--- src/rtl/wkf_pkg.sv ---
package wkf_pkg;
  function automatic int cnt_w(input int n);
    return (n <= 2) ? 1 : $clog2(n);
  endfunction
endpackage

--- src/rtl/wkf_sync2.sv ---
module wkf_sync2 #(
  parameter int WIDTH = 2
) (
  input  logic             clk_i,
  input  logic             rst_ni,
  input  logic [WIDTH-1:0] d_i,
  output logic [WIDTH-1:0] q_o
);
  for (genvar g = 0; g < WIDTH; g++) begin : g_bit
    logic s1_q, s2_q;
    always_ff @(posedge clk_i or negedge rst_ni) begin
      if (!rst_ni) begin
        s1_q <= 1'b0;
        s2_q <= 1'b0;
      end else begin
        s1_q <= d_i[g];
        s2_q <= s1_q;
      end
    end
    assign q_o[g] = s2_q;
  end
endmodule

--- src/rtl/wkf_arm_ctrl.sv ---
module wkf_arm_ctrl #(
  parameter int ARM_HITS = 16
) (
  input  logic clk_i,
  input  logic rst_ni,
  input  logic en_s_i,
  input  logic hit_s_i,
  output logic armed_o,
  output logic fwd_o
);
  localparam int CW = wkf_pkg::cnt_w(ARM_HITS + 1);
  localparam logic [CW-1:0] CNT_MAX = CW'(ARM_HITS);

  logic [CW-1:0] cnt_q;
  logic          armed_q, hit_d_q;
  logic          hit_rise;

  assign hit_rise = hit_s_i & ~hit_d_q;

  always_ff @(posedge clk_i or negedge rst_ni) begin
    if (!rst_ni) begin
      hit_d_q <= 1'b0;
      cnt_q   <= '0;
      armed_q <= 1'b0;
    end else begin
      hit_d_q <= hit_s_i;
      if (!armed_q) begin
        if (!en_s_i)                          cnt_q <= '0;
        else if (hit_rise && cnt_q != CNT_MAX) cnt_q <= cnt_q + 1'b1;
        // latch: only reset clears
        if (en_s_i && cnt_q == CNT_MAX)        armed_q <= 1'b1;
      end
    end
  end

  assign armed_o = armed_q;
  assign fwd_o   = armed_q & hit_rise;
endmodule

--- src/rtl/wkf_kick_timer.sv ---
module wkf_kick_timer #(
  parameter int SELF_PERIOD = 6_250_000
) (
  input  logic clk_i,
  input  logic rst_ni,
  input  logic stop_i,
  output logic tick_o
);
  localparam int TW = wkf_pkg::cnt_w(SELF_PERIOD);
  localparam logic [TW-1:0] T_LAST = TW'(SELF_PERIOD - 1);

  logic [TW-1:0] t_q;

  assign tick_o = ~stop_i & (t_q == T_LAST);

  always_ff @(posedge clk_i or negedge rst_ni) begin
    if (!rst_ni)               t_q <= '0;
    else if (stop_i || tick_o) t_q <= '0;
    else                       t_q <= t_q + 1'b1;
  end
endmodule

--- src/rtl/wkf_pulse_shaper.sv ---
module wkf_pulse_shaper #(
  parameter int PULSE_W = 25
) (
  input  logic clk_i,
  input  logic rst_ni,
  input  logic trig_i,
  output logic pulse_o
);
  localparam int WW = wkf_pkg::cnt_w(PULSE_W);
  localparam logic [WW-1:0] W_LOAD = WW'(PULSE_W - 1);

  logic [WW-1:0] w_q;
  logic          busy_q;

  always_ff @(posedge clk_i or negedge rst_ni) begin
    if (!rst_ni) begin
      busy_q <= 1'b0;
      w_q    <= '0;
    end else if (busy_q) begin
      // triggers while busy are merged (dropped)
      if (w_q == '0) busy_q <= 1'b0;
      else           w_q    <= w_q - 1'b1;
    end else if (trig_i) begin
      busy_q <= 1'b1;
      w_q    <= W_LOAD;
    end
  end

  assign pulse_o = busy_q;
endmodule

--- src/rtl/wdt_kick_fwd.sv ---
module wdt_kick_fwd #(
  parameter int SELF_PERIOD = 6_250_000,
  parameter int PULSE_W     = 25,
  parameter int ARM_HITS    = 16
) (
  input  logic clk_i,
  input  logic rst_ni,
  input  logic wd_en_i,
  input  logic wd_hit_i,
  output logic wdi_o
);
  logic [1:0] sync_q;
  logic       armed, fwd, tick;

  wkf_sync2 #(.WIDTH(2)) u_sync (
    .clk_i (clk_i),
    .rst_ni(rst_ni),
    .d_i   ({wd_en_i, wd_hit_i}),
    .q_o   (sync_q)
  );

  wkf_arm_ctrl #(.ARM_HITS(ARM_HITS)) u_arm (
    .clk_i  (clk_i),
    .rst_ni (rst_ni),
    .en_s_i (sync_q[1]),
    .hit_s_i(sync_q[0]),
    .armed_o(armed),
    .fwd_o  (fwd)
  );

  wkf_kick_timer #(.SELF_PERIOD(SELF_PERIOD)) u_timer (
    .clk_i (clk_i),
    .rst_ni(rst_ni),
    .stop_i(armed),
    .tick_o(tick)
  );

  wkf_pulse_shaper #(.PULSE_W(PULSE_W)) u_shape (
    .clk_i  (clk_i),
    .rst_ni (rst_ni),
    .trig_i (tick | fwd),
    .pulse_o(wdi_o)
  );
endmodule

--- config.mk ---
export PLATFORM = sky130hd
export DESIGN_NAME = wdt_kick_fwd
export DESIGN_NICKNAME = d
export VERILOG_FILES = /design/src/rtl/wkf_pkg.sv /design/src/rtl/wkf_sync2.sv /design/src/rtl/wkf_arm_ctrl.sv /design/src/rtl/wkf_kick_timer.sv /design/src/rtl/wkf_pulse_shaper.sv /design/src/rtl/wdt_kick_fwd.sv
export SDC_FILE = /design/constraint.sdc
export NUM_CORES = 1
export LEC_CHECK = 0
export BUFFER_PORTS_ARGS = -buffer_cell sky130_fd_sc_hd__clkbuf_2
export CAP_MARGIN = 0
export CORE_MARGIN = 2
export CORE_UTILIZATION = 55
export CTS_CLUSTER_DIAMETER = 200
export DETAILED_ROUTE_END_ITERATION = 6
export GPL_TIMING_DRIVEN = 0
export PLACE_DENSITY = 0.77
export SYNTH_ARGS = -nofsm -noshare
export SYNTH_HDL_FRONTEND = slang
export SYNTH_SLANG_ARGS = --single-unit
--- constraint.sdc ---
create_clock -name clk_i -period 2.7 [get_ports clk_i]
set_input_delay 0.405 -clock clk_i [delete_from_list [all_inputs] [get_ports clk_i]]
set_output_delay 0.405 -clock clk_i [all_outputs]
set_load 0.01 [all_outputs]
# Word level (Yosys, flattened, before mapping)

Cells that the tools add are included.

Equality and inequality tests: 5
Multiplexer cells: 11
Bitwise operators: 6
Reductions and logical operators: 7
$add $sub $neg: 3

Operator list:

| kind                  | number |
|---|---|
| $mux 5                | 5 |
| $add 23x1->23 const B | 1 |
| $eq 23x23->1 const B  | 1 |
| $mux 23               | 1 |
| $add 5x1->5 const B   | 1 |
| $eq 5x5->1 const B    | 1 |
| $logic_not 5->1       | 1 |
| $mux 1                | 5 |
| $ne 5x5->1 const B    | 1 |
| $sub 5x1->5 const B   | 1 |
| $reduce_and 2->1      | 2 |
| $and 1x1->1           | 3 |
| $logic_and 1x1->1     | 2 |
| $ne 2x1->1 const B    | 1 |
| $ne 2x2->1 const B    | 1 |
| $not 1->1             | 2 |
| $reduce_bool 2->1     | 1 |
| $logic_or 1x1->1      | 1 |
| $or 1x1->1            | 1 |

Register bits: 40
Bits of input ports: 4

# Logic depth before layout (Yosys ltp)

Gate-level depths: netlist of run 1.

Depth in word-level cells: 6
Gate-level depth with buffers: 6
Depth with buffers taken out: 6

# Modules after synthesis

Synthesis of run 1 repeated with hierarchy kept, for this count alone.

Cell total of the unflattened synthesis: 189
Area, all modules: 2003.2 µm²

Modules (own cells, without submodules):

| module           | area an instance (µm²) | instances | cells an instance | seq. area each (µm²) |
|---|---|---|---|---|
| wkf_kick_timer   | 1217.4                 | 1         | 119               | 575.6 |
| wkf_arm_ctrl     | 382.9                  | 1         | 36                | 175.2 |
| wkf_pulse_shaper | 281.5                  | 1         | 27                | 150.1 |
| wkf_sync2        | 115.1                  | 1         | 6                 | 100.1 |
| wdt_kick_fwd     | 6.3                    | 1         | 1                 | 0.0 |

# Worst setup path after synthesis of run 1

No wires, ideal clock.

Kind: reg-to-reg
Start point: register u_timer.t_q[0]
End point: register u_timer.t_q[22]
Period minus slack after synthesis: 1935 ps
Setup slack: 765 ps
Data arrival time: 1862 ps
Buffers on the path: 0
Cell stages (with the launch flop): 6
Library setup time: 73 ps
Data required time: 2627 ps
Cell sequence: dfrtp_1 ha_1 nand3_2 or4_4 or4_4 a21oi_2

Longest elaborated chain between the ends: 4

RTL lines:

| item                                                                  | line                 | RTL |
|---|---|---|
| start: declaration                                                    | wkf_kick_timer.sv:12 | `logic [TW-1:0] t_q;` |
| start signal: assignment                                              | wkf_kick_timer.sv:19 | `else t_q <= t_q + 1'b1;` |
| parallel branches: the longest is 3 deep, another holds $add 23x1->23 | --                   |  |
| $mux 23 (*)                                                           | wkf_kick_timer.sv:18 | `else if (stop_i \|\| tick_o) t_q <= '0;` |

Mark *: on every way between the ends.
A chain may end at the register's enable or synchronous reset.

# Worst setup path in the final report of run 1

Start point: register u_timer.t_q[15]
End point: register u_timer.t_q[21]

Same word-level chain as after synthesis.

==> run summary, run 1 <==
status - completed
placed cell areas - 2040 um2
drt wl/cell - 15.0 um
cts repair resizes - 0
Clk network pwr share - 0.320
top cells by area, synth - dfrtp_1 51%, xnor2_1 4.9%, nor2_1 3.8%
largest area contributor in the netlist - dfrtp_1
final layout net count - 214
final core occ - 0.619
RSZ-0062 raised after global routing - false
number of global-route vias before repair - 1480
Placed Cells - 245
clock root buffer - clkbuf_4
cts bufs inserted - 5
post-synthesis net count - 203
Worst VDD drop - 321 uV
worst skew pair latency - 360 ps
number of synthesized flops with an enable pin - 0
Fmax achieved - 464 MHz
net switching power of the design - 250 uW
clock tree sinks - 40
Async S/R FF share, synth - 1.00
Synth Area in Adders - 0.0256
DP HPWL - 2.70 mm
clock skew after layout - 9.13 ps
CP Class - register to register
fin crit period - 2150 ps
Hold Fails Final Rpt - 0
io pins - 5
pwr/cell area - 482 nW/um2
Placer Congestion - 0.833
Clock Path Buffers - 2
Synth Area per Inst - 10.0 um2
WHS - 149 ps
gr usage total - 0.219
first-pass GRT wire length - 6.84 mm
Die Y - 63.7 um
final cell count without fillers - 253
Seq/Total Area, Yosys - 0.511
via density per instance - 5.93
worst path arrival time - 2390 ps
Yosys reg bits - 40
CTS tree - yes
Starting Density - 0.578
period utilisation layout - 0.797
Via Count - 1501
combinational share of power - 0.052
mux cell area share after synthesis - 0
Rows - 21
max_slew headroom - 0.355
top-area cell type share of the netlist area - 0.511
Synth Area in XOR/XNOR - 0.0716
TritonRoute pass-1 iters - 4
Synth Cell Area - 1960 um2
drt drc - 0
clk slew on worst S/H paths - 120 ps
P_leak - 0.909 nW
Worst Setup Start Kind - register
routed wire length - 3.79 mm
pin count of the biggest net entering global routing - 41
die area - 4050 um2
initial antenna violation count - 0
DRT iter0 DRCs - 103
CP required - 2940 ps
Synth Area in Compound Gates - 0.118
Worst Hold Class - primary input to register
die width - 63.7 um
Setup TNS - 0 ps
synth warn - 0
post-synthesis simple-gate area fraction - 0.240
crit path capture type - register
final max-slew violation count - 0
post-CTS setup buffer count - 0
Final ANT Viol Nets - 0
Antenna Cells - 0
Flop pwr share - 0.628
largest family of logic cells by synthesized area - simple AND/OR/NAND/NOR gates
layout overhead on the synthesized area - 7.16%
Power Internal - 762 uW
# H-tree levels - 2
most common cell after layout, fill and taps aside - dfrtp_1
distinct cell type count after synthesis - 45
fill cell count - 278
most common flop cell mapped by yosys - dfrtp_1
switch share - 0.247
endpoints failing setup - 0
commonest non-fill, non-tap cells in the layout - 40 x dfrtp_1, 20 x nor2_1, 13 x nand2_1
worst slew pin tran - 955 ps
Congestion Overflow GR - 0
synthesized instance count - 195
core area - 3390 um2
port buffer count - 4
share of layout cells above drive strength 1 - 0.121
cell area after layout - 2100 um2
hold_buf cts - 0
Max-Cap Viols - 0
critical-path maximum fanout - 10
-- layout make-up --
cell class / instances / area [um2] / share of cell area
Timing Repair Buffer: 4 / 20.0 / 0.00954
Tap cell: 46 / 57.6 / 0.0274
Inverter: 11 / 41.3 / 0.0197
Sequential cell: 40 / 1000 / 0.477
Multi-Input combinational cell: 140 / 892 / 0.425
Clock buffer: 7 / 55.1 / 0.0262
Clock inverter: 1 / 7.51 / 0.00358
Buffer: 4 / 23.8 / 0.0113
-- final timing paths --
| kind | end | startpoint | slack, ps | depth (start not counted) |
|---|---|---|---|---|
| worst max-delay path | u_timer.t_q[21]$_DFF_PN0_ | u_timer.t_q[15]$_DFF_PN0_ | 550 | 5 |
| worst min-delay path | u_sync.g_bit[1].s1_q$_DFF_PN0_ | wd_en_i | 150 | 1 |
| worst max register to register | u_timer.t_q[21]$_DFF_PN0_ | u_timer.t_q[15]$_DFF_PN0_ | 550 | 5 |
| worst min register to register | u_sync.g_bit[1].s2_q$_DFF_PN0_ | u_sync.g_bit[1].s1_q$_DFF_PN0_ | 360 | 0 |
| max in group asynchronous | u_arm.cnt_q[2]$_DFFE_PN0P_ | rst_ni | 1930 | 1 |
| min in group asynchronous | u_timer.t_q[21]$_DFF_PN0_ | rst_ni | 180 | 1 |
-- worst max-delay path, cell delays in order, from the launching register on --
cell	delay, ps
dfrtp_1	450
or4b_2	690
nor3_1	380
a21o_2	260
buf_4	190
a21oi_1	60
-- metal layers --
| metal | up-vias | routed length, um | GRT usage |
|---|---|---|---|
| li1 | 717 | - | - |
| met1 | 744 | 1640 | 0.286 |
| met2 | 32 | 1910 | 0.355 |
| met3 | 8 | 161 | 0.0589 |
| met4 | 0 | 79 | 0.0734 |
| met5 | - | 0 | 0 |
-- cell usage after synthesis, drive strengths merged, types with 3 or more instances --
cell     n
o21ai    7
dfrtp   40
inv     11
nand3   13
or3      5
o31ai    5
xor2     5
nand4    5
a21o     3
nor2    20
buf      3
nor4     5
and3     3
nand2b   5
xnor2   11
nand2   13
ha       4
a21oi   10
nor3     3
or4      6
-- power by group through the flow --
stage	Clock, mW	Sequential (mW)	Combinational [mW]
6_report	0.324	0.635	0.0528
5_1_grt	0.363	0.638	0.0613
4_1_cts	0.333	0.634	0.0539
3_5_place_dp	0	0.646	0.0534
3_3_place_gp	0	0.645	0.0506
2_1_floorplan	0	0.642	0.0325
-- cells by family (layout without fill, tap and decap cells) --
kind of cell | count (synthesis) | count (layout)
AO/OA/AOI/OAI | 35 | 35
adder cells (fa/ha/maj) | 4 | 4
buffers and inverters | 15 | 27
AND/OR/NAND/NOR | 85 | 85
XOR/XNOR | 16 | 16
flip-flops | 40 | 40
-- flip-flops by register name, indices dropped and copies added, names as in the netlist --
register / flops
u_sync.g_bit.s1_q: 2
u_shape.pulse_o: 1
u_shape.w_q: 5
u_arm.cnt_q: 5
u_sync.g_bit.s2_q: 2
u_arm.armed_o: 1
u_timer.t_q: 23
u_arm.hit_d_q: 1
-- metrics by stage --
stage | setup WS (ps) | power (mW)
floorplan | 765 | 0.675
finish | 547 | 1.01
CTS | 560 | 1.02
global route | 407 | 1.06
detailed placement | 593 | 0.699
global placement | 655 | 0.695
No activity file was read; power rests on OpenSTA's default activity.
==> run 2: changes to the inputs <==
PLACE_DENSITY = 0.79   (was 0.77)
clock period = 1.77 ns   (was 2.7 ns; I/O delays follow)
==> run 2 against run 1 <==
  * The run now ends with setup timing left
  * Flip-flop and latch count unchanged
  * Register-to-register slack got worse by 570 ps
  * Sequential share of layout area decreased by 6.3 points
  * Final cell count increased by 5.9%
  * Routed wire length increased by 8.7%
==> run summary, run 2 (synthesis results as in run 1) <==
die width - 63.7 um (unchanged)
placed cell areas - 2040 um2 (about the same)
Via Count - 1574 (was 1501)
Clock Path Buffers - 2 (unchanged)
drt wl/cell - 15.4 um (was 15.0 um)
Worst Hold Class - primary input to asynchronous set/reset pin (was primary input to register)
Worst Setup Start Kind - register (unchanged)
Congestion Overflow GR - 0 (unchanged)
core area - 3390 um2 (unchanged)
clock tree sinks - 40 (unchanged)
endpoints failing setup - 2 (was 0)
Die Y - 63.7 um (unchanged)
initial antenna violation count - 0 (unchanged)
via density per instance - 5.87 (was 5.93)
Starting Density - 0.578 (unchanged)
clk slew on worst S/H paths - 120 ps (about the same)
P_leak - 1.04 nW (was 0.909 nW)
first-pass GRT wire length - 6.87 mm (was 6.84 mm)
critical path cell sequence - ha_4 > nand3_4 > or4_4 > or4_4 > a21oi_2 (was or4b_2 > nor3_1 > a21o_2 > buf_4 > a21oi_1)
CP bufs+invs - 0 (was 1)
Max-Cap Viols - 0 (unchanged)
clock root buffer - clkbuf_4 (unchanged)
Final ANT Viol Nets - 0 (unchanged)
DP HPWL - 2.49 mm (was 2.70 mm)
Worst VDD drop - 467 uV (was 321 uV)
critical-path maximum fanout - 6 (was 10)
TritonRoute pass-1 iters - 4 (unchanged)
max reg flops - 23 (unchanged)
Hold Fails Final Rpt - 0 (unchanged)
CP Class - register to register (unchanged)
most frequent CP cell - or4_4
gr usage total - 0.215 (was 0.219)
Antenna Cells - 0 (unchanged)
DRT iter0 DRCs - 68 (was 103)
CP required - 2070 ps (was 2940 ps)
Placer Congestion - 0.840 (was 0.833)
number of global-route vias before repair - 1537 (was 1480)
max_slew headroom - 0.355 (about the same)
Setup WS post-layout - -20.7 ps (was 547 ps)
share of layout cells above drive strength 1 - 0.275 (was 0.121)
pwr/cell area - 695 nW/um2 (was 482 nW/um2)
CP delay by family, top - simple AND/OR/NAND/NOR gates (unchanged)
top flop regs - u_timer.t_q (23), u_arm.cnt_q (5), u_shape.w_q (5) (unchanged)
cell area after layout - 2420 um2 (was 2100 um2)
most common cell after layout, fill and taps aside - dfrtp_1 (unchanged)
Rows - 21 (unchanged)
clock skew after layout - 11.4 ps (was 9.13 ps)
total power - 1.68 mW (was 1.01 mW)
Largest Register - u_timer.t_q (unchanged)
crit-path max cell delay - 460 ps (was 690 ps)
worst skew pair latency - 360 ps (about the same)
violations in the final reports - setup timing
final max-slew violation count - 0 (unchanged)
cts bufs inserted - 5 (unchanged)
period utilisation layout - 1.01 (was 0.797)
io pins - 5 (unchanged)
crit path capture type - register (unchanged)
die area - 4050 um2 (unchanged)
layout overhead on the synthesized area - 23.5% (was 7.16%)
status - complete, but fails checks (was completed)
Worst path slowest cell - or4_4 (was or4b_2)
final layout net count - 229 (was 214)
port buffer count - 4 (unchanged)
worst slew pin tran - 968 ps (was 955 ps)
CTS tree - yes (unchanged)
pin count of the biggest net entering global routing - 41 (unchanged)
routed wire length - 4.12 mm (was 3.79 mm)
worst path arrival time - 2090 ps (was 2390 ps)
fin crit period - 1790 ps (was 2150 ps)
commonest non-fill, non-tap cells in the layout - 39 x dfrtp_1, 13 x nor2_1, 12 x nand2_1 (was 40 x dfrtp_1, 20 x nor2_1, 13 x nand2_1)
drt drc - 0 (unchanged)
# H-tree levels - 2 (unchanged)
Fmax achieved - 558 MHz (was 464 MHz)
WHS - 41.9 ps (was 149 ps)
RSZ-0062 raised after global routing - true (was false)
## run 2: through the flow
stage,std cells,TNS (ps),util,setup WS (ps)
2_1_floorplan,195,-143,-,-11.9
3_3_place_gp,245,-3770,0.603,-173
3_5_place_dp,245,-4620,0.603,-213
4_1_cts,261,-41.5,0.664,-28.4
5_1_grt,268,-867,0.714,-131
6_report,268,-35.8,0.714,-20.7
## run 2: power by group
part           internal, mW  switching, mW
Sequential            0.940         0.0283
Clock                 0.296          0.294
Combinational        0.0511         0.0715
## run 2: repair_timing
item,4_1_cts,5_1_grt
hold buffers,0,2
endpoints found under the setup margin,28,28
hold endpoints to repair,0,2
resized for setup,15,27
cloned,2,0
pin swaps,2,12
buffers inserted,7,5
## run 2: cell type report
| cell class | count | area [um2] |
|---|---|---|
| inverters | 11 | 41.3 |
| clock buffers | 6 | 41.3 |
| well taps | 46 | 57.6 |
| repair buffers | 20 | 156 |
| flip-flops and latches | 40 | 1000 |
| clock inverters | 2 | 35.0 |
| fillers | 233 | 971 |
| plain buffers | 3 | 33.8 |
| multi-input cells | 140 | 1050 |
## run 2: layer usage
metal,track usage,part of all wire,vias up
met1,0.266,0.41,771
met4,0.0734,0.026,0
met3,0.0589,0.041,13
met2,0.363,0.53,37
met5,0,0,-
li1,-,-,753
## run 2: worst paths after layout
path                                                     start                        endpoint  slack, ps  cells past startpoint
worst max-delay path                  u_timer.t_q[1]$_DFF_PN0_       u_timer.t_q[22]$_DFF_PN0_        -20                      5
worst min-delay path                                    rst_ni      u_arm.cnt_q[4]$_DFFE_PN0P_         40                      1
worst max register to register        u_timer.t_q[1]$_DFF_PN0_       u_timer.t_q[22]$_DFF_PN0_        -20                      5
worst min register to register  u_sync.g_bit[1].s1_q$_DFF_PN0_  u_sync.g_bit[1].s2_q$_DFF_PN0_        350                      0
max in group asynchronous                               rst_ni        u_timer.t_q[7]$_DFF_PN0_       1070                      1
min in group clk_i              u_sync.g_bit[1].s1_q$_DFF_PN0_  u_sync.g_bit[1].s2_q$_DFF_PN0_        350                      0
==> run 3: changes to the inputs <==
CORE_MARGIN = 4   (was 2)
==> run 3 against run 2 <==
  * The flow still finishes with violations (setup timing)
  * Combinational power fell by 13%
  * Largest cell class unchanged
  * Clock power shrank 29%
  * Clock skew is 6.4 ps lower
  * Highest routed layer unchanged
==> run summary, run 3 (synthesis results as in run 1) <==
status - complete, but fails checks (unchanged)
violations in the final reports - setup timing (unchanged)
Antenna Cells - 0 (unchanged)
max reg flops - 23 (unchanged)
clk slew on worst S/H paths - 110 ps (was 120 ps)
Setup TNS - -221 ps (was -35.8 ps)
DRT iter0 DRCs - 100 (was 68)
Max-Cap Viols - 0 (unchanged)
Worst Setup Start Kind - register (unchanged)
pwr/cell area - 621 nW/um2 (was 695 nW/um2)
period utilisation layout - 1.02 (was 1.01)
Worst VDD drop - 444 uV (was 467 uV)
cts bufs inserted - 5 (unchanged)
total power - 1.49 mW (was 1.68 mW)
via density per instance - 6.01 (was 5.87)
worst skew pair latency - 330 ps (was 360 ps)
CP required - 2040 ps (was 2070 ps)
gr usage total - 0.197 (was 0.215)
Congestion Overflow GR - 0 (unchanged)
endpoints failing setup - 14 (was 2)
clock tree sinks - 40 (unchanged)
final max-slew violation count - 0 (unchanged)
clock root buffer - clkbuf_4 (unchanged)
CTS tree - yes (unchanged)
port buffer count - 4 (unchanged)
hold_buf cts - 0 (unchanged)
initial antenna violation count - 0 (unchanged)
pin count of the biggest net entering global routing - 41 (unchanged)
Worst Hold Class - primary input to register (was primary input to asynchronous set/reset pin)
worst slew pin tran - 983 ps (was 968 ps)
routed wire length - 4.24 mm (was 4.12 mm)
die width - 67.7 um (was 63.7 um)
Starting Density - 0.578 (unchanged)
Largest Register - u_timer.t_q (unchanged)
TritonRoute pass-1 iters - 4 (unchanged)
final layout net count - 228 (was 229)
commonest non-fill, non-tap cells in the layout - 39 x dfrtp_1, 12 x nand2_1, 12 x buf_4 (was 39 x dfrtp_1, 13 x nor2_1, 12 x nand2_1)
Rows - 21 (unchanged)
RSZ-0062 raised after global routing - true (unchanged)
CP Class - register to register (unchanged)
drt drc - 0 (unchanged)
die area - 4580 um2 (was 4050 um2)
top flop regs - u_timer.t_q (23), u_arm.cnt_q (5), u_shape.w_q (5) (unchanged)
Hold Fails Final Rpt - 0 (unchanged)
core area - 3390 um2 (unchanged)
Via Count - 1599 (was 1574)
post-place setup slack - -218 ps (was -213 ps)
Setup WS post-layout - -31.4 ps (was -20.7 ps)
P_leak - 1.03 nW (was 1.04 nW)
WHS - 27.5 ps (was 41.9 ps)
Placer Congestion - 0.881 (was 0.840)
number of global-route vias before repair - 1584 (was 1537)
Die Y - 67.7 um (was 63.7 um)
# H-tree levels - 2 (unchanged)
crit path capture type - register (unchanged)
Fmax achieved - 555 MHz (was 558 MHz)
Final ANT Viol Nets - 0 (unchanged)
critical-path maximum fanout - 6 (unchanged)
fin crit period - 1800 ps (was 1790 ps)
clock skew after layout - 5.00 ps (was 11.4 ps)
Clock Path Buffers - 2 (unchanged)
most common cell after layout, fill and taps aside - dfrtp_1 (unchanged)
io pins - 5 (unchanged)
DP HPWL - 2.55 mm (was 2.49 mm)
worst path arrival time - 2070 ps (was 2090 ps)
drt wl/cell - 15.9 um (was 15.4 um)
first-pass GRT wire length - 6.76 mm (was 6.87 mm)
final core occ - 0.710 (was 0.714)
share of layout cells above drive strength 1 - 0.273 (was 0.275)
layout overhead on the synthesized area - 22.9% (was 23.5%)
max_slew headroom - 0.344 (was 0.355)
-- run 3: changes by cell type in the layout (fill, tap and decap cells not counted), moves of 2 or more --
cell and delta:
a21oi_1 +3, a21oi_2 -3, dlygate4sd3_1 -2, nor2_1 -2, nor2_2 -3, nor2_4 +5
-- run 3: worst paths after layout --
path	start	to	slack, ps	cells after the start
min	wd_hit_i	u_sync.g_bit[0].s1_q$_DFF_PN0_	30	1
max	u_timer.t_q[13]$_DFF_PN0_	u_timer.t_q[22]$_DFF_PN0_	-30	4
max in group asynchronous	rst_ni	u_timer.t_q[0]$_DFF_PN0_	1040	1
min reg2reg	u_sync.g_bit[1].s1_q$_DFF_PN0_	u_sync.g_bit[1].s2_q$_DFF_PN0_	360	0
max reg2reg	u_timer.t_q[13]$_DFF_PN0_	u_timer.t_q[22]$_DFF_PN0_	-30	4
min in group asynchronous	rst_ni	u_arm.cnt_q[4]$_DFFE_PN0P_	70	1
-- run 3: layout make-up --
class / count / area (um2)
buffer: 3 / 31.3
clock buffer: 6 / 41.3
clock inverter: 1 / 5.00
fill: 239 / 983
inverter: 11 / 41.3
multi-input combinational: 140 / 1070
sequential: 40 / 1000
tap: 46 / 57.6
timing repair buffer: 19 / 158
-- run 3: stage by stage --
stage,area (um2),instances
after CTS,2230,261
final,2410,266
after global routing,2410,266
after detailed placement,2040,245
after floorplan,1970,195
after global placement,2040,245
-- run 3: power breakdown --
group / switching [mW] / internal, mW
Clock: 0.272 / 0.147
Sequential: 0.0279 / 0.940
Combinational: 0.0661 / 0.0409
Total: 0.366 / 1.13
-- run 3: worst max-delay path, stage by stage, from the launching register on --
cell,delay (ps)
dfrtp_1,470
nand3_1,110
or4_4,590
or4_4,440
a21oi_2,130
-- run 3: layer usage --
metal	vias to the layer above	global-route usage	share of wire
li1	751	-	-
met1	797	0.230	0.40
met2	39	0.350	0.55
met3	12	0.0416	0.036
met4	0	0.0734	0.021
met5	-	0	0
-- run 3: repair_timing --
item / CTS / global route
cloned: 1 / 1
endpoints found under the setup margin: 29 / 28
resized for setup: 14 / 30
pin swaps: 5 / 13
setup buffers: 9 / 4
